$ cat src/rtl/stx_pkg.sv
package stx_pkg;
  typedef enum logic [1:0] {
    SRC_OWN   = 2'b00,
    SRC_OTHER = 2'b01,
    SRC_MUTE  = 2'b10,
    SRC_RSVD  = 2'b11
  } src_sel_e;
endpackage

$ cat src/rtl/stx_route.sv
module stx_route #(
  parameter int DATA_W = 16
) (
  input  logic [1:0]        sel_i,
  input  logic [DATA_W-1:0] own_i,
  input  logic [DATA_W-1:0] other_i,
  output logic [DATA_W-1:0] word_o
);
  import stx_pkg::*;

  always_comb begin
    unique case (src_sel_e'(sel_i))
      SRC_OWN:   word_o = own_i;
      SRC_OTHER: word_o = other_i;
      default:   word_o = '0;  // mute and reserved
    endcase
  end
endmodule

$ cat src/rtl/stx_clkgen.sv
module stx_clkgen #(
  parameter int DIV_HALF = 4
) (
  input  logic clk_i,
  input  logic rst_ni,
  input  logic master_i,
  input  logic dbl_speed_i,
  input  logic bclk_ext_i,
  input  logic ws_ext_i,
  output logic bclk_o,
  output logic fall_o,
  output logic ws_s_o
);
  localparam int CNT_W = (DIV_HALF > 2) ? $clog2(DIV_HALF) : 1;

  logic [CNT_W-1:0] cnt_q, half_m1;
  logic             bclk_q, wrap;
  logic [1:0]       bsync_q, wsync_q;
  logic             bprev_q;

  assign half_m1 = dbl_speed_i ? CNT_W'(DIV_HALF/2 - 1) : CNT_W'(DIV_HALF - 1);
  assign wrap    = (cnt_q >= half_m1);

  always_ff @(posedge clk_i or negedge rst_ni) begin
    if (!rst_ni) begin
      cnt_q  <= '0;
      bclk_q <= 1'b0;
    end else if (!master_i) begin
      cnt_q  <= '0;
      bclk_q <= 1'b0;
    end else if (wrap) begin
      cnt_q  <= '0;
      bclk_q <= ~bclk_q;
    end else begin
      cnt_q  <= cnt_q + 1'b1;
    end
  end

  always_ff @(posedge clk_i or negedge rst_ni) begin
    if (!rst_ni) begin
      bsync_q <= '0;
      wsync_q <= '0;
      bprev_q <= 1'b0;
    end else begin
      bsync_q <= {bsync_q[0], bclk_ext_i};
      wsync_q <= {wsync_q[0], ws_ext_i};
      bprev_q <= bsync_q[1];
    end
  end

  assign bclk_o = bclk_q;
  assign ws_s_o = wsync_q[1];
  assign fall_o = master_i ? (bclk_q & wrap) : (bprev_q & ~bsync_q[1]);
endmodule

$ cat src/rtl/stx_framer.sv
module stx_framer #(
  parameter int SLOT_LONG  = 32,
  parameter int SLOT_SHORT = 24,
  parameter int POS_W      = $clog2(2*SLOT_LONG)
) (
  input  logic             clk_i,
  input  logic             rst_ni,
  input  logic             master_i,
  input  logic             ratio48_i,
  input  logic             fall_i,
  input  logic             ws_s_i,
  output logic [POS_W-1:0] pos_n_o,
  output logic [POS_W-1:0] slot_len_o,
  output logic             latch_o,
  output logic             ws_o
);
  logic [POS_W-1:0] pos_q, pos_inc, flen_m1, slen, p1;
  logic             ws_q, ws_seen_q;

  assign flen_m1 = ratio48_i ? POS_W'(2*SLOT_SHORT - 1) : POS_W'(2*SLOT_LONG - 1);
  assign slen    = ratio48_i ? POS_W'(SLOT_SHORT) : POS_W'(SLOT_LONG);
  assign pos_inc = (pos_q >= flen_m1) ? '0 : pos_q + 1'b1;

  always_comb begin
    pos_n_o = pos_inc;
    // slave: resynchronise the frame position on every external word-select edge
    if (!master_i && (ws_s_i != ws_seen_q))
      pos_n_o = ws_s_i ? (slen - 1'b1) : flen_m1;
    p1 = (pos_n_o >= flen_m1) ? '0 : pos_n_o + 1'b1;
  end

  always_ff @(posedge clk_i or negedge rst_ni) begin
    if (!rst_ni) begin
      pos_q     <= POS_W'(2*SLOT_LONG - 1);
      ws_q      <= 1'b0;
      ws_seen_q <= 1'b0;
    end else if (fall_i) begin
      pos_q     <= pos_n_o;
      ws_q      <= (p1 >= slen);  // word select leads the slot by one bit
      ws_seen_q <= ws_s_i;
    end
  end

  assign slot_len_o = slen;
  assign latch_o    = fall_i && (pos_n_o == '0);
  assign ws_o       = ws_q;
endmodule

$ cat src/rtl/stx_serializer.sv
module stx_serializer #(
  parameter int DATA_W = 16,
  parameter int POS_W  = 6
) (
  input  logic              clk_i,
  input  logic              rst_ni,
  input  logic              fall_i,
  input  logic              latch_i,
  input  logic              valid_i,
  input  logic [DATA_W-1:0] left_i,
  input  logic [DATA_W-1:0] right_i,
  input  logic [POS_W-1:0]  pos_n_i,
  input  logic [POS_W-1:0]  slot_len_i,
  output logic              sd_o,
  output logic              underrun_o
);
  localparam int IDX_W = (DATA_W > 1) ? $clog2(DATA_W) : 1;

  logic [DATA_W-1:0] wl_q, wr_q, wl_n, wr_n, w_sel;
  logic [POS_W-1:0]  k;
  logic [IDX_W-1:0]  bi;
  logic              chan_r, bit_n, sd_q, urun_q;

  assign wl_n = latch_i ? (valid_i ? left_i : '0) : wl_q;
  assign wr_n = latch_i ? (valid_i ? right_i : '0) : wr_q;

  always_comb begin
    chan_r = (pos_n_i >= slot_len_i);
    k      = chan_r ? (pos_n_i - slot_len_i) : pos_n_i;
    w_sel  = chan_r ? wr_n : wl_n;
    bi     = IDX_W'(DATA_W - 1) - k[IDX_W-1:0];
    bit_n  = (k < POS_W'(DATA_W)) ? w_sel[bi] : 1'b0;
  end

  always_ff @(posedge clk_i or negedge rst_ni) begin
    if (!rst_ni) begin
      wl_q   <= '0;
      wr_q   <= '0;
      sd_q   <= 1'b0;
      urun_q <= 1'b0;
    end else begin
      if (latch_i) begin
        wl_q <= wl_n;
        wr_q <= wr_n;
        if (!valid_i) urun_q <= 1'b1;
      end
      if (fall_i) sd_q <= bit_n;
    end
  end

  assign sd_o       = sd_q;
  assign underrun_o = urun_q;
endmodule

$ cat src/rtl/serial_audio_tx.sv
module serial_audio_tx #(
  parameter int DATA_W     = 16,
  parameter int DIV_HALF   = 4,
  parameter int SLOT_LONG  = 32,
  parameter int SLOT_SHORT = 24
) (
  input  logic              clk_i,
  input  logic              rst_ni,
  input  logic              sample_valid_i,
  input  logic [DATA_W-1:0] sample_left_i,
  input  logic [DATA_W-1:0] sample_right_i,
  output logic              sample_ready_o,
  input  logic [1:0]        route_left_i,
  input  logic [1:0]        route_right_i,
  input  logic              ratio48_i,
  input  logic              master_i,
  input  logic              dbl_speed_i,
  input  logic              bclk_ext_i,
  input  logic              ws_ext_i,
  output logic              bclk_o,
  output logic              ws_o,
  output logic              sd_o,
  output logic              underrun_o
);
  localparam int POS_W = $clog2(2*SLOT_LONG);
  localparam int NCH   = 2;

  logic             fall, ws_s, latch, ws_int, bclk_int;
  logic [POS_W-1:0] pos_n, slot_len;
  logic [DATA_W-1:0] in_w  [NCH];
  logic [DATA_W-1:0] out_w [NCH];
  logic [1:0]        sel_w [NCH];

  assign in_w[0]  = sample_left_i;
  assign in_w[1]  = sample_right_i;
  assign sel_w[0] = route_left_i;
  assign sel_w[1] = route_right_i;

  stx_clkgen #(.DIV_HALF(DIV_HALF)) i_clkgen (
    .clk_i, .rst_ni, .master_i, .dbl_speed_i, .bclk_ext_i, .ws_ext_i,
    .bclk_o(bclk_int), .fall_o(fall), .ws_s_o(ws_s)
  );

  stx_framer #(.SLOT_LONG(SLOT_LONG), .SLOT_SHORT(SLOT_SHORT), .POS_W(POS_W)) i_framer (
    .clk_i, .rst_ni, .master_i, .ratio48_i, .fall_i(fall), .ws_s_i(ws_s),
    .pos_n_o(pos_n), .slot_len_o(slot_len), .latch_o(latch), .ws_o(ws_int)
  );

  for (genvar c = 0; c < NCH; c++) begin : g_route
    stx_route #(.DATA_W(DATA_W)) i_route (
      .sel_i(sel_w[c]), .own_i(in_w[c]), .other_i(in_w[NCH-1-c]), .word_o(out_w[c])
    );
  end

  stx_serializer #(.DATA_W(DATA_W), .POS_W(POS_W)) i_ser (
    .clk_i, .rst_ni, .fall_i(fall), .latch_i(latch), .valid_i(sample_valid_i),
    .left_i(out_w[0]), .right_i(out_w[1]), .pos_n_i(pos_n), .slot_len_i(slot_len),
    .sd_o, .underrun_o
  );

  assign sample_ready_o = latch;
  assign bclk_o         = bclk_int;
  assign ws_o           = master_i & ws_int;
endmodule

$ cat config.mk
export PLATFORM = sky130hd
export DESIGN_NAME = serial_audio_tx
export DESIGN_NICKNAME = d
export VERILOG_FILES = /design/src/rtl/stx_pkg.sv /design/src/rtl/stx_route.sv /design/src/rtl/stx_clkgen.sv /design/src/rtl/stx_framer.sv /design/src/rtl/stx_serializer.sv /design/src/rtl/serial_audio_tx.sv
export SDC_FILE = /design/constraint.sdc
export NUM_CORES = 1
export LEC_CHECK = 0
export BUFFER_PORTS_ARGS = -buffer_cell sky130_fd_sc_hd__buf_4
export CAP_MARGIN = 20
export CELL_PAD_IN_SITES_DETAIL_PLACEMENT = 1
export CELL_PAD_IN_SITES_GLOBAL_PLACEMENT = 1
export CORE_MARGIN = 4
export CORE_UTILIZATION = 44
export DETAILED_ROUTE_END_ITERATION = 16
export PLACE_DENSITY_LB_ADDON = 0.1
export SLEW_MARGIN = 20
export SYNTH_ARGS = -nofsm -noshare
export SYNTH_HDL_FRONTEND = slang
export SYNTH_SLANG_ARGS = --single-unit
export TNS_END_PERCENT = 50
$ cat constraint.sdc
create_clock -name clk_i -period 4.2 [get_ports clk_i]
set_clock_uncertainty 0.1 [all_clocks]
set_input_delay 0.63 -clock clk_i [delete_from_list [all_inputs] [get_ports clk_i]]
set_output_delay 0.63 -clock clk_i [all_outputs]
set_load 0.01 [all_outputs]
==> flow_summary.yaml <==
finish:
  layout_commonest_cell: "sky130_fd_sc_hd__buf_4"
  syn_to_final_growth_pct: 16.3
  finish.net_count: 459
  insertedDiodeCount: 0
  final_cell_mix: "sky130_fd_sc_hd__buf_4 (58), sky130_fd_sc_hd__dfrtp_1 (44), sky130_fd_sc_hd__nor2_1 (43)"
  drive_above_1_share: 0.236
sta:
  final_max_slew_viol_count: 0
  hold-worst-slack_ns: 0.242
  max-slew-margin-rel: 0.489
  timing_hold_violations_final: 0
  setup_total_negative_slack_ns: 0
  worst_slew_pin_tran_ns: 0.767
  timing.fmax_mhz: 252
  setup_violations: 0
  grt_setup_unrepaired: "false"
  final_min_period_over_clock_period: 0.943
  finalWorstPathRequiredPeriod_ns: 3.96
critical_path:
  path_delay_family: "compound AO/OA/AOI/OAI gates"
  peak_fanout_along_the_critical_path: 7
  data_arrival_time_of_the_critical_path_ns: 4.08
  worstReg2RegEnd: "i_ser.sd_o"
  crit_path_start_kind: "register"
  critical-path-slowest-cell: "sky130_fd_sc_hd__dfstp_2"
  worstSetupStartpoint: "i_framer.pos_q[0]"
  worstSetupEndpoint: "i_ser.sd_o"
  buffers_plus_inverters_on_the_worst_setup_path: 0
  rr_startpoint: "i_framer.pos_q[0]"
  critical_path_required_ns: 4.32
  worst-path-stages: 14
  crit_path_end_kind: "register"
  crit_path_max_incr_delay_ns: 0.60
  setup.reg_to_reg.worst_slack_ns: 0.24
  r2r.worst_path.cells: 14
  worst_path_cell_chain: "ha_1 > a41o_1 > and2_1 > o21ai_0 > o31a_1 > ha_1 > nand3_1 > o31a_1 > nor3_1 > a2111oi_0 > or3_1 > a311oi_1 > a211oi_1 > a211oi_2"
  path_class: "register to register"
die:
  dieArea_sq_um: 9180
  initial_util: 0.460
  die_h_um: 95.8
  rows: 31
  die_width_um: 95.8
  placeableCoreArea_sq_um: 7370
  io_pins: 49
logic_synthesis:
  ys.flop_type: "sky130_fd_sc_hd__dfrtp_1"
  async_flop_share: 1.00
  synth_cells: 357
  seq_area_frac_synth: 0.371
  post_synth.cell_area_avg_sq_um: 9.50
  netlist-cell-type-count: 63
  synth_edf_count: 0
  syn_area_sq_um: 3390
  synth_nets: 414
  yosysWarningCount: 0
  synth-seq-cells: 50
detailed_routing:
  ant_nets: 0
  drc: 0
  wire_per_inst_um: 18.1
  first_iter_violations: 73
  wl_um: 9050
  first_pass_drt_iterations: 4
  route.vias.total: 2854
  viasPerCell: 5.70
clock_tree:
  cts-buffers-inserted: 5
  tritoncts_clock_tree: "built"
  cts.root.buffer_cell: "sky130_fd_sc_hd__clkbuf_8"
  clk_path_buf_depth: 2
  worst_setup_hold_path_clk_slew_ns: 0.10
  cts_setup_buffers: 0
  tritoncts_num_sinks: 50
  cts_hold_buffers: 0
  number_of_h_tree_levels: 2
  clkLatencyLatePin_ns: 0.31
  postCtsResizedCells: 0
global_route:
  antenna_violations_before_repair: 0
  maximum_number_of_pins_on_one_net_before_global_route_repair: 51
  wire_length_of_the_first_global_routing_pass_um: 14900
  gr-total-overflow: 0
  first_global_vias: 3019
  gr-usage-all-layers: 0.210
pwr:
  p_leak_nw: 1.90
  vdd.ir_drop.worst_mv: 0.246
  power_dens_cells_nw_per_um2: 647
status:
  run_status: "finished clean"
placed_design:
  io_buffers: 48
  place.gp.congestion: 0.861
  dpl.hpwl_um: 6970
job:
  max_cap_violations: 0
worst_hold_path:
  hp-class: "primary input to asynchronous set/reset pin"
-- cells in the mapped netlist, types with 2 or more instances --
cell / n / area (sq um)
sky130_fd_sc_hd__a2111oi_0: 3 / 26.3
sky130_fd_sc_hd__a211oi_1: 3 / 22.5
sky130_fd_sc_hd__a21oi_1: 9 / 45.0
sky130_fd_sc_hd__a221oi_1: 3 / 26.3
sky130_fd_sc_hd__a31oi_1: 4 / 25.0
sky130_fd_sc_hd__and2_1: 4 / 25.0
sky130_fd_sc_hd__buf_2: 7 / 35.0
sky130_fd_sc_hd__buf_4: 3 / 22.5
sky130_fd_sc_hd__clkbuf_1: 9 / 33.8
sky130_fd_sc_hd__dfrtp_1: 44 / 1100
sky130_fd_sc_hd__dfstp_2: 6 / 158
sky130_fd_sc_hd__ha_1: 12 / 150
sky130_fd_sc_hd__inv_1: 10 / 37.5
sky130_fd_sc_hd__mux2_1: 10 / 113
sky130_fd_sc_hd__mux2_2: 9 / 101
sky130_fd_sc_hd__mux2_4: 3 / 45.0
sky130_fd_sc_hd__mux2i_1: 37 / 370
sky130_fd_sc_hd__nand2_1: 38 / 143
sky130_fd_sc_hd__nand2b_1: 6 / 37.5
sky130_fd_sc_hd__nand3_1: 9 / 45.0
sky130_fd_sc_hd__nand4_1: 2 / 12.5
sky130_fd_sc_hd__nor2_1: 43 / 161
sky130_fd_sc_hd__nor2b_1: 2 / 12.5
sky130_fd_sc_hd__nor3_1: 10 / 50.1
sky130_fd_sc_hd__o211ai_1: 2 / 15.0
sky130_fd_sc_hd__o21a_1: 3 / 22.5
sky130_fd_sc_hd__o21ai_0: 9 / 45.0
sky130_fd_sc_hd__o21ai_1: 2 / 10.0
sky130_fd_sc_hd__o22ai_1: 3 / 18.8
sky130_fd_sc_hd__o31a_1: 4 / 35.0
sky130_fd_sc_hd__o31ai_1: 7 / 52.6
sky130_fd_sc_hd__or2_2: 2 / 12.5
sky130_fd_sc_hd__or3_1: 2 / 12.5
sky130_fd_sc_hd__xnor2_1: 2 / 17.5
sky130_fd_sc_hd__xor2_1: 7 / 61.3
-- flip-flops by register name, summed over array words and instances, names as in the netlist --
register	cells
i_ser.wl_q	16
i_ser.wr_q	16
i_framer.ws_o	1
i_ser.underrun_o	1
i_framer.ws_seen_q	1
i_clkgen.cnt_q	2
i_framer.pos_q	6
i_clkgen.bclk_o	1
i_clkgen.bsync_q	2
i_clkgen.wsync_q	2
i_clkgen.bprev_q	1
i_ser.sd_o	1
-- per-stage QoR --
step	worst slack (ns)	power (mW)	instances	area [sq um]	util
floorplan	0.401	1.78	357	3390	-
global placement	0.217	2.22	494	3870	0.525
detailed placement	0.0606	2.27	494	3870	0.525
CTS	0.245	2.56	501	3950	0.535
global route	0.0618	2.75	501	3950	0.535
finish	0.239	2.55	501	3950	0.535
-- report_power, final --
group	internal, mW	total, mW	switching (mW)
combinational	0.683	1.60	0.920
sequential	0.587	0.666	0.0796
clock	0.115	0.284	0.169
total	1.38	2.55	1.17
-- how the worst min path moves through the flow --
stage	slack, ns	startpoint	cells after the start	end
2_1_floorplan	0.23	rst_ni	0	i_clkgen.bclk_o
3_3_place_gp	0.24	i_clkgen.wsync_q[0]	0	i_clkgen.wsync_q[1]
6_report	0.24	rst_ni	1	i_clkgen.cnt_q[0]
5_1_grt	0.27	i_clkgen.bsync_q[0]	0	i_clkgen.bsync_q[1]
3_5_place_dp	0.24	i_clkgen.wsync_q[0]	0	i_clkgen.wsync_q[1]
4_1_cts	0.27	i_clkgen.bsync_q[0]	0	i_clkgen.bsync_q[1]
-- kinds of logic (layout without fill, tap and decap cells) --
family,count (synthesis),count (layout),share of synthesized area
DFF,50,50,0.371
AOI/OAI and AO/OA,67,67,0.146
and+or+nand+nor,126,126,0.175
xor gates and xnor gates,10,10,0.0280
buffers and inverters,32,77,0.0442
adders and majority gates,13,13,0.0501
muxes,59,59,0.185
-- layer usage --
layer,wire length (um),vias to the layer above,track usage
met5,0,-,0
li1,-,1365,-
met3,211,8,0.0235
met1,4190,1443,0.266
met2,4580,38,0.384
met4,74,0,0.0438
-- cell type report --
cell class / count / area (sq um)
fill: 868 / 3420
multi-input combinational: 275 / 1980
sequential: 50 / 1260
timing repair buffer: 59 / 455
tap: 99 / 124
clock buffer: 6 / 72.6
inverter: 11 / 43.8
clock inverter: 1 / 7.51
-- worst register-to-register path, stage by stage, from the launching register on --
cell                        delay [ns]
sky130_fd_sc_hd__dfstp_2          0.60
sky130_fd_sc_hd__ha_1             0.29
sky130_fd_sc_hd__a41o_1           0.24
sky130_fd_sc_hd__and2_1           0.22
sky130_fd_sc_hd__o21ai_0          0.13
sky130_fd_sc_hd__o31a_1           0.15
sky130_fd_sc_hd__ha_1             0.36
sky130_fd_sc_hd__nand3_1          0.17
sky130_fd_sc_hd__o31a_1           0.37
sky130_fd_sc_hd__nor3_1           0.18
sky130_fd_sc_hd__a2111oi_0        0.09
sky130_fd_sc_hd__or3_1            0.31
sky130_fd_sc_hd__a311oi_1         0.31
sky130_fd_sc_hd__a211oi_1         0.14
sky130_fd_sc_hd__a211oi_2         0.21
(Power assumes the default switching activity.)
